--- config.mk ---
export PLATFORM = sky130hd
export DESIGN_NAME = mphase_bit_recovery
export DESIGN_NICKNAME = d
export VERILOG_FILES = /design/src/rtl/mbr_pkg.sv /design/src/rtl/mbr_edge_classify.sv /design/src/rtl/mbr_phase_track.sv /design/src/rtl/mphase_bit_recovery.sv
export SDC_FILE = /design/constraint.sdc
export NUM_CORES = 1
export LEC_CHECK = 0
export BUFFER_PORTS_ARGS = -buffer_cell sky130_fd_sc_hd__buf_2
export CAP_MARGIN = 20
export CORE_MARGIN = 8
export CORE_UTILIZATION = 55
export CTS_BUF_LIST = sky130_fd_sc_hd__clkbuf_8 sky130_fd_sc_hd__clkbuf_16
export CTS_CLUSTER_SIZE = 24
export DETAILED_ROUTE_END_ITERATION = 10
export GPL_ROUTABILITY_DRIVEN = 0
export GPL_TIMING_DRIVEN = 0
export PLACE_DENSITY = 0.77
export SLEW_MARGIN = 20
export SYNTH_ARGS = -nofsm -noshare
export SYNTH_HDL_FRONTEND = slang
export SYNTH_SLANG_ARGS = --single-unit
--- constraint.sdc ---
create_clock -name clk -period 7.4 [get_ports clk]
set_clock_uncertainty 0.1 [all_clocks]
set_input_delay 1.11 -clock clk [delete_from_list [all_inputs] [get_ports clk]]
set_output_delay 1.11 -clock clk [all_outputs]
set_load 0.005 [all_outputs]
--- src/rtl/mbr_pkg.sv ---
package mbr_pkg;

    // compressed description of one sample word
    typedef enum logic [1:0] {
        PAT_FLAT  = 2'd0,
        PAT_STEP  = 2'd1,
        PAT_PULSE = 2'd2,
        PAT_BAD   = 2'd3
    } pat_kind_e;

    typedef enum logic {
        ST_HUNT  = 1'b0,
        ST_TRACK = 1'b1
    } trk_state_e;

endpackage

--- src/rtl/mbr_edge_classify.sv ---
module mbr_edge_classify
    import mbr_pkg::*;
#(
    parameter int SLOTS = 8,
    localparam int SW = $clog2(SLOTS)
) (
    input  logic [SLOTS-1:0] word_i,
    input  logic             prev_i,
    output pat_kind_e        kind_o,
    output logic [SW-1:0]    slot_o
);

    localparam logic [SW-1:0] LAST = SW'(SLOTS - 1);

    logic [SLOTS-1:0] trans;

    // transition into each slot from its predecessor
    assign trans[0] = word_i[0] ^ prev_i;
    for (genvar k = 1; k < SLOTS; k++) begin : g_trans
        assign trans[k] = word_i[k] ^ word_i[k-1];
    end

    logic [SW-1:0] first_edge;
    int            n_edges;

    always_comb begin
        first_edge = '0;
        for (int k = SLOTS - 1; k >= 0; k--) begin
            if (trans[k]) first_edge = SW'(k);
        end
        n_edges = $countones(trans);
    end

    always_comb begin
        kind_o = PAT_BAD;
        slot_o = '0;
        if (n_edges == 0) begin
            kind_o = PAT_FLAT;
        end else if (n_edges == 1) begin
            kind_o = PAT_STEP;
            slot_o = first_edge;
        end else if (n_edges == 2 && trans[0] && trans[SLOTS-1]) begin
            // short cell wholly inside the word; the later edge sets phase
            kind_o = PAT_PULSE;
            slot_o = LAST;
        end
    end

endmodule

--- src/rtl/mbr_phase_track.sv ---
module mbr_phase_track
    import mbr_pkg::*;
#(
    parameter int SLOTS = 8,
    localparam int SW = $clog2(SLOTS)
) (
    input  logic             clk,
    input  logic             rst_n,
    input  logic [SLOTS-1:0] word_i,
    input  logic             prev_i,
    input  pat_kind_e        kind_i,
    input  logic [SW-1:0]    slot_i,
    output logic [1:0]       bits_o,
    output logic [1:0]       cnt_o,
    output logic             vld_o,
    output logic             err_o
);

    localparam logic [SW-1:0] HALF = SW'(SLOTS / 2);
    localparam logic [SW-1:0] LAST = SW'(SLOTS - 1);
    localparam logic [SW-1:0] ONE  = SW'(1);

    trk_state_e    state_q, state_d;
    logic [SW-1:0] phase_q, phase_d;

    logic [SW-1:0] offset;
    logic [SW-1:0] ctr_old, ctr_new;
    logic          emit;
    logic [1:0]    bits_d, cnt_d;
    logic          err_d;

    assign offset  = slot_i - phase_q;
    assign ctr_old = phase_q + HALF;
    assign ctr_new = phase_d + HALF;

    // next state and phase
    always_comb begin
        state_d = state_q;
        phase_d = phase_q;
        emit    = 1'b0;
        err_d   = 1'b0;
        unique case (state_q)
            ST_HUNT: begin
                unique case (kind_i)
                    PAT_STEP, PAT_PULSE: begin   // acquire
                        phase_d = slot_i;
                        state_d = ST_TRACK;
                    end
                    PAT_BAD:  err_d = 1'b1;
                    PAT_FLAT: ;
                endcase
            end
            ST_TRACK: begin
                unique case (kind_i)
                    PAT_FLAT: emit = 1'b1;       // hold
                    PAT_BAD: begin               // reject
                        err_d   = 1'b1;
                        state_d = ST_HUNT;
                    end
                    PAT_STEP, PAT_PULSE: begin
                        if (offset == '0) begin
                            emit = 1'b1;         // hold
                        end else if (offset == ONE || offset == LAST) begin
                            phase_d = slot_i;    // nudge / wrap
                            emit    = 1'b1;
                        end else begin           // slip
                            err_d   = 1'b1;
                            state_d = ST_HUNT;
                        end
                    end
                endcase
            end
        endcase
    end

    // bit selection around the centre slot
    always_comb begin
        bits_d = 2'b00;
        cnt_d  = 2'd0;
        if (emit) begin
            if (ctr_old == LAST && ctr_new == '0) begin
                cnt_d = 2'd0;
            end else if (ctr_old == '0 && ctr_new == LAST) begin
                cnt_d  = 2'd2;
                bits_d = {prev_i, word_i[SLOTS-1]};
            end else begin
                cnt_d  = 2'd1;
                bits_d = {1'b0, word_i[ctr_new]};
            end
        end
    end

    // state register
    always_ff @(posedge clk or negedge rst_n) begin
        if (!rst_n) begin
            state_q <= ST_HUNT;
            phase_q <= '0;
        end else begin
            state_q <= state_d;
            phase_q <= phase_d;
        end
    end

    // output register
    always_ff @(posedge clk or negedge rst_n) begin
        if (!rst_n) begin
            bits_o <= 2'b00;
            cnt_o  <= 2'd0;
            vld_o  <= 1'b0;
            err_o  <= 1'b0;
        end else begin
            bits_o <= bits_d;
            cnt_o  <= cnt_d;
            vld_o  <= (cnt_d != 2'd0);
            err_o  <= err_d;
        end
    end

endmodule

--- src/rtl/mphase_bit_recovery.sv ---
module mphase_bit_recovery
    import mbr_pkg::*;
#(
    parameter int SLOTS = 8
) (
    input  logic             clk,
    input  logic             rst_n,
    input  logic [SLOTS-1:0] smp_word,
    output logic [1:0]       bits_out,
    output logic [1:0]       bits_cnt,
    output logic             bits_vld,
    output logic             code_err
);

    localparam int SW = $clog2(SLOTS);

    logic          last_smp_q;
    pat_kind_e     kind;
    logic [SW-1:0] slot;

    always_ff @(posedge clk or negedge rst_n) begin
        if (!rst_n) last_smp_q <= 1'b0;
        else        last_smp_q <= smp_word[SLOTS-1];
    end

    mbr_edge_classify #(.SLOTS(SLOTS)) classify_i (
        .word_i (smp_word),
        .prev_i (last_smp_q),
        .kind_o (kind),
        .slot_o (slot)
    );

    mbr_phase_track #(.SLOTS(SLOTS)) track_i (
        .clk    (clk),
        .rst_n  (rst_n),
        .word_i (smp_word),
        .prev_i (last_smp_q),
        .kind_i (kind),
        .slot_i (slot),
        .bits_o (bits_out),
        .cnt_o  (bits_cnt),
        .vld_o  (bits_vld),
        .err_o  (code_err)
    );

endmodule

### Word level (Yosys, flattened, before mapping)

Cells that the tools add are included.
W data, S select, Z words.

| storage, ports and cells | value |
|---|---|
| output and inout port bits | 6 |
| word-level logic and storage cells | 87 |
| bits in registers | 11 |
| input bits | 10 |

| cells by class | value |
|---|---|
| mux-type cells | 39 |
| equal/unequal tests | 9 |
| bitwise operators | 9 |
| order comparisons | 1 |
| reduce and logical (&&, ||, !) cells | 12 |
| $add $sub $neg | 10 |

Operators with widths:

| cell | number |
|---|---|
| $add A32 B32 Y32 | 3 |
| $mux W3 | 15 |
| $eq A32 B2 Y1 const B | 1 |
| $eq A32 B3 Y1 const B | 1 |
| $logic_not A32 Y1 | 1 |
| $mux W2 | 8 |
| $pmux W1 S2 | 5 |
| $eq A3 B3 Y1 const B | 3 |
| $logic_not A3 Y1 | 3 |
| $mux W1 | 9 |
| $add A1 B1 Y2 | 4 |
| $xor A1 B1 Y1 | 8 |
| $add A3 B3 Y3 const B | 2 |
| $pmux W3 S2 | 1 |
| $eq A2 B2 Y1 const B | 2 |
| $logic_and A1 B1 Y1 | 4 |
| $lt A3 B4 Y1 const B | 1 |
| $bmux W1 S3 | 1 |
| $eq A3 B1 Y1 const B | 1 |
| $sub A3 B3 Y3 | 1 |
| $eq A2 B1 Y1 const B | 1 |
| $logic_not A2 Y1 | 1 |
| $reduce_bool A2 Y1 | 1 |
| $reduce_or A2 Y1 | 1 |
| 2 further kinds | 2 |

### Logic depth before layout (Yosys ltp)

Gate-level depths: netlist of run 1.

| logic depth | value |
|---|---|
| depth in word-level cells | 25 |
| mapped depth | 29 |
| mapped depth without buffers | 28 |

### By module

From an unflattened synthesis of run 1, not the netlist that was laid out.

| unflattened totals | value |
|---|---|
| cells, all modules | 156 |
| area total of the unflattened synthesis | 1,336.3 µm² |

Modules (own cells, without submodules):

| module | area each (µm²) | instances | sequential area each (µm²) | cells each |
|---|---|---|---|---|
| mbr_phase_track | 818.3 | 1 | 250.2 | 88 |
| mbr_edge_classify | 493.0 | 1 | 0.0 | 67 |
| mphase_bit_recovery | 25.0 | 1 | 25.0 | 1 |

### Worst setup path after synthesis of run 1

OpenSTA, ideal clock, no wires.

| timing | value |
|---|---|
| path kind | in2reg |
| start | input smp_word[6] |
| end | register track_i.bits_o[1] |
| buffers on the path | 1 |
| arrival time | 6,536 ps |
| cell stages on the path | 29 |
| setup time | 119 ps |
| data required time | 7,181 ps |
| path slack | 645 ps |
| path through | clkbuf_1 -> nor2b_1 -> nand2_1 -> o21ai_0 -> fa_1 -> inv_1 -> fa_1 -> inv_1 -> ha_1 -> inv_1 -> fa_1 -> nand3b_1 -> inv_1 -> nand2_1 -> nor2_1 -> o21ai_0 -> o21ai_0 -> inv_1 -> ha_1 -> fa_1 -> xor2_1 -> xor2_1 -> or4_4 -> a41oi_2 -> o21ai_2 -> mux2_4 -> and2_4 -> and4bb_4 -> and2_1 |

| between the ends | value |
|---|---|
| longest elaborated chain between the ends | 24 |
| elaborated cells between the ends (all ways) | 50 |
| those cells by class | add/sub: 5; eq/ne: 7; mux: 26; bitwise: 2; reduce/logical: 10 |

Ends and longest elaborated chain:

| item | RTL line | RTL |
|---|---|---|
| start, declared | mphase_bit_recovery.sv:8 | `input logic [SLOTS-1:0] smp_word,` |
| branches (longest 17 deep; another with $add A32 B32 Y32) | -- |  |
| $pmux W3 S2 * | mbr_phase_track.sv:42 | `unique case (state_q)` |
| $add A3 B3 Y3 * | mbr_phase_track.sv:34 | `assign ctr_new = phase_d + HALF;` |
| net track_i.ctr_new[0] | mbr_phase_track.sv:27 | `logic [SW-1:0] ctr_old, ctr_new;` |
| $eq A3 B3 Y1 | mbr_phase_track.sv:83 | `end else if (ctr_old == '0 && ctr_new == LAST) begin` |
| $logic_and A1 B1 Y1 | mbr_phase_track.sv:83 |  |
| $mux W2 | mbr_phase_track.sv:83 |  |
| $mux W2 * | mbr_phase_track.sv:81 | `if (ctr_old == LAST && ctr_new == '0) begin` |
| $mux W2 * | mbr_phase_track.sv:80 | `if (emit) begin` |
| net track_i.bits_d[1] | mbr_phase_track.sv:29 | `logic [1:0] bits_d, cnt_d;` |
| end signal, assigned | mbr_phase_track.sv:112 | `bits_o <= bits_d;` |
| end, declared | mbr_phase_track.sv:13 | `output logic [1:0] bits_o,` |

Mark *: on every way through the listed nets, which the timed path passes.

### Final worst setup path of run 1

| timing | value |
|---|---|
| start | input smp_word[7] |
| end | register track_i.bits_o[1] |

| between the ends | value |
|---|---|
| longest elaborated chain between the ends | 24 |
| elaborated cells between the ends (all ways) | 49 |
| those cells by class | add/sub: 5; eq/ne: 7; mux: 26; bitwise: 1; reduce/logical: 10 |

Ends and longest elaborated chain:

| item | RTL line | RTL |
|---|---|---|
| $xor A1 B1 Y1 * | mbr_edge_classify.sv:20 | `assign trans[k] = word_i[k] ^ word_i[k-1];` |
| branches (longest 16 deep; another with $add A32 B32 Y32) | -- |  |
| $pmux W3 S2 * | mbr_phase_track.sv:42 |  |
| $add A3 B3 Y3 * | mbr_phase_track.sv:34 |  |
| net track_i.ctr_new[0] | mbr_phase_track.sv:27 |  |
| $eq A3 B3 Y1 | mbr_phase_track.sv:83 |  |
| $logic_and A1 B1 Y1 | mbr_phase_track.sv:83 |  |
| $mux W2 | mbr_phase_track.sv:83 |  |
| $mux W2 * | mbr_phase_track.sv:81 |  |
| $mux W2 * | mbr_phase_track.sv:80 |  |
| net track_i.bits_d[1] | mbr_phase_track.sv:29 |  |

Marks and branches as above.

==> metrics.md, run 1 <==
| Metric | Value |
|---|---|
| Largest cells by area after synthesis | `dfrtp_1 (24%), fa_1 (8.7%), ha_1 (8.7%), xor2_1 (6.9%), inv_1 (5.2%)` |
| Slew @ Worst Pin | `0.485 ns` |
| Sink Count | `11` |
| Async set-reset flop share out of synthesis | `100%` |
| H-tree Lvls | `1` |
| Placeable Area | `1960 um2` |
| DP HPWL | `1.92 mm` |
| Number of global-route vias before repair | `971` |
| Final Critical Period | `6.96 ns` |
| Cell count after synthesis | `128` |
| Reg2Reg Capture Point | `track_i.bits_o[1]` |
| Core Util, Final | `68.8%` |
| Die footprint | `3810 um2` |
| First-pass GRT wire length | `4.14 mm` |
| Vias per cell | `5.64` |
| Largest net degree at the start of global routing | `12` |
| Post-synth EDFFs | `0` |
| FF-to-FF setup slack | `between 1.5 and 2 ns` |
| Grt total ovfl | `0` |
| Slew margin rel. | `67.6%` |
| Clock buffer depth | `2` |
| PD cells | `between 300 and 400 nW/um2` |
| GRT met1 Usage | `17.7%` |
| FILL cells | `180` |
| Root Driver | `clkbuf_8` |
| Worst Setup End Kind | `flop` |
| Crit-path max FO | `9` |
| Final Hold Fails | `0` |
| Row count | `16` |
| Post-Synthesis Net Count | `about 150` |
| Worst R2R Start | `last_smp_q` |
| Synth unique cells | `between 40 and 50` |
| Status | `completed` |
| Critical Path RT | `7.43 ns` |
| Max-slew violation count | `0` |
| Layout cells sized above 1 | `21.4%` |
| Antenna Cells | `0` |
| Avg Cell Area, Syn | `8.97 um2` |
| Synth top area share | `24.0%` |
| Reg2reg path depth | `26` |
| Synthesized cell area | `between 1000 and 1500 um2` |
| WL final | `about 2.5 mm` |
| Largest area contributor in the netlist | `dfrtp_1` |
| Hold path start | `track_i.state_q` |
| Die width | `61.7 um` |
| Endpoints failing setup | `0` |
| GR Util met2 | `a little under a quarter` |
| Nets | `169` |
| Peak supply drop | `0.221 mV` |
| Worst setup SP type | `input port` |
| CP Class | `in -> reg` |
| RSZ-0062 raised after global routing | `no` |
| Part of the cycle the worst path needs | `a little over nine tenths` |
| Hold Path Sink | `track_i.err_o` |
| Initial antenna violation count | `0` |
| Critical Path AT | `6.99 ns` |
| Synth Register Bits | `11` |
| Clock transition at path regs | `0.05 ns` |
| Most frequent cells in the layout | `inv_1 (17), buf_2 (12), dfrtp_1 (11), nand2_1 (8), ha_1 (8)` |
| Die Ht | `61.7 um` |
| Max cap viols | `0` |
| Initial Util | `58.5%` |
| Drt first pass iters | `4` |
| Hold path depth | `1` |
| Buffers and inverters on the worst path | `7` |
| DRC Markers | `0` |
| First-iteration detailed-routing DRC count | `19` |
| DRT antenna net count | `0` |
| Area Overhead vs Synth | `17.4%` |
| PortBufs | `10` |
| Worst path slowest cell | `fa_1` |
| CTS Buf Count | `3` |
| Seq/Total Area, Yosys | `24.0%` |
| Met3 Use GR | `4.12%` |
| Fin Hold WS | `0.465 ns` |
| Most Crowded Layer GR | `met2` |
| Fmax | `0.144 GHz` |
| Io pins | `16` |
| Most common flop cell mapped by yosys | `dfrtp_1` |
| Worst-skew pair later-pin latency | `0.24 ns` |
| WL/cell | `14.4 um` |
| Max incr delay on CP | `0.54 ns` |
| DR vias | `970` |
| Cell family with most CP delay | `adder cells` |
| Most common cell after layout, fill and taps aside | `inv_1` |
| Synth warn | `0` |
| Pleak | `0.628 nW` |
| Most used cell, CP | `inv_1` |
| CTS tree | `yes` |
| GRT Resource Usage Total | `between 10% and 20%` |
| Worst Hold Class | `reg -> reg` |
-- how the worst max path moves through the flow --
stage                start                 to  slack (ns)  depth (start not counted)
4_1_cts        smp_word[7]  track_i.bits_o[0]        0.23                         30
2_1_floorplan  smp_word[6]  track_i.bits_o[1]        0.64                         29
5_1_grt        smp_word[7]   track_i.cnt_o[0]        0.04                         31
3_5_place_dp   smp_word[7]  track_i.bits_o[0]       -0.05                         30
3_3_place_gp   smp_word[7]  track_i.bits_o[0]        0.19                         30
6_report       smp_word[7]  track_i.bits_o[1]        0.44                         30
-- cell usage after synthesis, drive strengths merged, types with 4 or more instances --
master / instances
nand3: 5
nand2: 8
inv: 16
dfrtp: 11
fa: 5
o21ai: 9
nor2: 5
ha: 8
mux2i: 4
xor2: 9
a21oi: 5
-- per-layer routing --
layer	routed length [um]	share of wire, %	vias up
li1	-	-	477
met1	1140	46	454
met2	1170	47	28
met3	103	4.2	11
met4	60	2.4	0
met5	0	0	-
-- registers in the layout, indices dropped and copies added (netlist names) --
signal	count
track_i.phase_q	3
track_i.vld_o	1
track_i.state_q	1
track_i.cnt_o	2
last_smp_q	1
track_i.bits_o	2
track_i.err_o	1
-- final cells by class --
type / instances / area, um2 / area share, %
plain buffers: 6 / 32.5 / 2.41
clock buffers: 3 / 41.3 / 3.06
clock inverters: 1 / 3.75 / 0.278
inverters: 16 / 60.1 / 4.45
multi-input cells: 96 / 837 / 62.1
flip-flops and latches: 11 / 275 / 20.4
well taps: 27 / 33.8 / 2.50
repair buffers: 12 / 65.1 / 4.82
-- logic make-up (layout without fill, tap and decap cells) --
kind of cell | count (synthesis) | in the layout | synth area share (%)
AO/OA/AOI/OAI | 30 | 30 | 17.8
multiplexers | 5 | 6 | 5.88
flip-flops | 11 | 11 | 24.0
adder cells (fa/ha/maj) | 13 | 13 | 17.4
XOR/XNOR | 10 | 10 | 7.63
AND/OR/NAND/NOR | 37 | 37 | 19.3
buffers and inverters | 22 | 38 | 8.06
-- stage by stage --
stage          cell area, um2  setup WS [ns]  std cells  setup TNS, ns  power (W)
6_report                 1350          0.438        172              0   0.000535
5_1_grt                  1350         0.0400        172              0   0.000586
4_1_cts                  1280          0.231        169              0   0.000466
3_5_place_dp             1230        -0.0472        165        -0.0472   0.000407
3_3_place_gp             1230          0.186        165              0   0.000392
2_1_floorplan            1150          0.645        128              0   0.000343
-- timing repair --
action	4_1_cts	5_1_grt
gates resized for setup	0	9
endpoints found under the setup margin	0	4
buffers inserted	0	2
hold buffers	0	0
-- power breakdown --
| group | switching, W | total (W) | internal, W |
|---|---|---|---|
| Combinational | 0.000215 | 0.000388 | 0.000173 |
| Clock | 0.0000226 | 0.0000591 | 0.0000364 |
| Sequential | 0.0000114 | 0.0000882 | 0.0000768 |
| Total | 0.000249 | 0.000535 | 0.000286 |
Power figures use the tool's default switching activity.
==> run 2: changes to the inputs <==
--- a/config.mk
+++ b/config.mk
@@ -14,7 +14,7 @@
 export DETAILED_ROUTE_END_ITERATION = 10
 export GPL_ROUTABILITY_DRIVEN = 0
 export GPL_TIMING_DRIVEN = 0
-export PLACE_DENSITY = 0.77
+export PLACE_DENSITY = 0.82
 export SLEW_MARGIN = 20
 export SYNTH_ARGS = -nofsm -noshare
 export SYNTH_HDL_FRONTEND = slang
==> constraint.sdc (replaced) <==
create_clock -name clk -period 8.7 [get_ports clk]
set_clock_uncertainty 0.1 [all_clocks]
set_input_delay 1.305 -clock clk [delete_from_list [all_inputs] [get_ports clk]]
set_output_delay 1.305 -clock clk [all_outputs]
set_load 0.005 [all_outputs]
==> run 2 against run 1 <==
Setup slack improved by 0.95 ns. Non-clock buffer count is 2 lower. Clock power shrank 16%. Combinational power shrank 31%. Sequential share of layout area is 1.1 points higher. Critical path type unchanged. Critical path depth unchanged. Global-route usage shrank 0.76 points. Largest cell class unchanged. Design area decreased by 5.3%.
==> metrics.md, run 2 (synthesis gave the netlist of run 1 again) <==
| Metric | Value |
|---|---|
| CTS Buf Count | `3` |
| Max reg flops | `3` |
| Worst path slowest cell | `fa_1` |
| Reg with most FFs | `track_i.phase_q` |
| Die width | `61.7 um` |
| Design Power | `just under 0.0004 W` |
| H-tree Lvls | `1` |
| Area Overhead vs Synth | `11.2%` |
| Post-CTS setup buffer count | `0` |
| Worst setup SP type | `input port` |
| Max cap viols | `0` |
| CP Class | `in -> reg` |
| Peak supply drop | `0.189 mV` |
| Final Critical Period | `about 7.3 ns` |
| Initial antenna violation count | `0` |
| Placeable Area | `1960 um2` |
| Antenna Cells | `0` |
| Post-cts gate resize count | `0` |
| Comb pwr share | `68.4%` |
| Clock group share of total power | `around 13%` |
| Drt first pass iters | `4` |
| Most common cell after layout, fill and taps aside | `inv_1` |
| Switching share of total power | `44.9%` |
| Initial Util | `58.5%` |
| Sw Pwr | `0.000175 W` |
| Largest net degree at the start of global routing | `12` |
| Pleak | `0.610 nW` |
| Grt total ovfl | `0` |
| Row count | `16` |
| Slew @ Worst Pin | `0.577 ns` |
| Hold_buf cts | `0` |
| Layout cells sized above 1 | `16.9%` |
| CTS tree | `yes` |
| Most frequent cells in the layout | `inv_1 (17), buf_2 (12), dfrtp_1 (11), xor2_1 (9)` |
| Clock buffer depth | `2` |
| Max-slew violation count | `0` |
| DP Area | `1230 um2` |
| Most used cell, CP | `inv_1` |
| WL final | `2.20 mm` |
| Fmax | `0.137 GHz` |
| Critical Path RT | `8.72 ns` |
| Clock transition at path regs | `0.05 ns` |
| Seq pwr share | `19.0%` |
| Number of global-route vias before repair | `942` |
| PD cells | `between 300 and 400 nW/um2` |
| First-pass GRT wire length | `slightly below 4 mm` |
| Io pins | `16` |
| DP HPWL | `between 1.5 and 2 mm` |
| DRC Markers | `0` |
| Sink Count | `11` |
| Die footprint | `3810 um2` |
| Worst-skew pair later-pin latency | `0.24 ns` |
| Die Ht | `61.7 um` |
| GRT Resource Usage Total | `13.3%` |
| DR vias | `939` |
| Endpoints failing setup | `0` |
| Vias per cell | `5.56` |
| DRT antenna net count | `0` |
| Worst Setup End Kind | `flop` |
| Final Hold Fails | `0` |
| Part of the cycle the worst path needs | `84.0%` |
| First-iteration detailed-routing DRC count | `15` |
| Status | `completed` |
| Crit-path max FO | `10` |
| RSZ-0062 raised after global routing | `no` |
| Largest regs | `track_i.phase_q x3, track_i.bits_o x2, track_i.cnt_o x2` |
| Setup TNS | `0 ns` |
| Critical Path AT | `7.33 ns` |
| Max incr delay on CP | `0.55 ns` |
| Nets | `166` |
| PortBufs | `10` |
| Slew margin rel. | `61.2%` |
| Worst Hold Class | `reg -> reg` |
| WL/cell | `between 10 and 15 um` |
| Fin Hold WS | `0.450 ns` |
| Post-route design area | `1280 um2` |
| Root Driver | `clkbuf_8` |
| Int Pwr | `0.000215 W` |
## run 2: cell types whose count changed in the layout (fill, tap and decap cells not counted), moves of 2 or more
cell / previous run / this run
o21ai_0: 6 / 8
o21ai_1: 2 / 0
xor2_2: 2 / 0
buf_4: 2 / 0
xor2_1: 7 / 9
## run 2: final timing paths
kind / start / end / slack (ns) / depth (start not counted)
setup / recovery: smp_word[7] / track_i.bits_o[0] / 1.39 / 30
hold / removal: track_i.state_q / track_i.err_o / 0.45 / 1
setup reg to reg: last_smp_q / track_i.bits_o[0] / 2.87 / 26
hold reg to reg: track_i.state_q / track_i.err_o / 0.45 / 1
max in group asynchronous: rst_n / last_smp_q / 7.47 / 1
min in group asynchronous: rst_n / track_i.state_q / 0.82 / 1
## run 2: power by group through the flow
stage | combinational (W) | sequential, W | clock, W
2_1_floorplan | 0.000217 | 0.0000745 | 0
3_3_place_gp | 0.000258 | 0.0000742 | 0
3_5_place_dp | 0.000271 | 0.0000746 | 0
4_1_cts | 0.000272 | 0.0000738 | 0.0000505
5_1_grt | 0.000304 | 0.0000760 | 0.0000537
6_report | 0.000267 | 0.0000740 | 0.0000495
## run 2: routing by layer
layer | global-route usage (%) | vias up | part of all wire, %
li1 | - | 475 | -
met1 | 16.2 | 445 | 45
met2 | 22.6 | 19 | 51
met3 | 4.32 | 0 | 3.8
met4 | 2.27 | 0 | 0
met5 | 0 | - | 0
## run 2: final cells by class
type	count	area, um2
Buffer	6	32.5
Clock buffer	3	41.3
Clock inverter	1	3.75
Fill cell	184	684
Inverter	16	60.1
Multi-Input combinational cell	95	781
Sequential cell	11	275
Tap cell	27	33.8
Timing Repair Buffer	10	50.0
## run 2: through the flow
stage                     std cells  worst slack (ns)  utilization (%)
after floorplan                 128              1.75                -
after global placement          165              1.30             62.8
after detailed placement        165              1.09             62.8
after CTS                       169              1.36             65.1
after global routing            169             0.896             65.1
final                           169              1.39             65.1
## run 2: worst max-delay path, delay by kind of cell
| kind | cells | cell delay (ns) |
|---|---|---|
| xor+xnor | 2 | 0.51 |
| simple gates | 6 | 0.81 |
| compound gates | 7 | 1.10 |
| mux | 2 | 0.66 |
| buf+inv | 7 | 0.59 |
| fa+ha+maj | 6 | 2.33 |
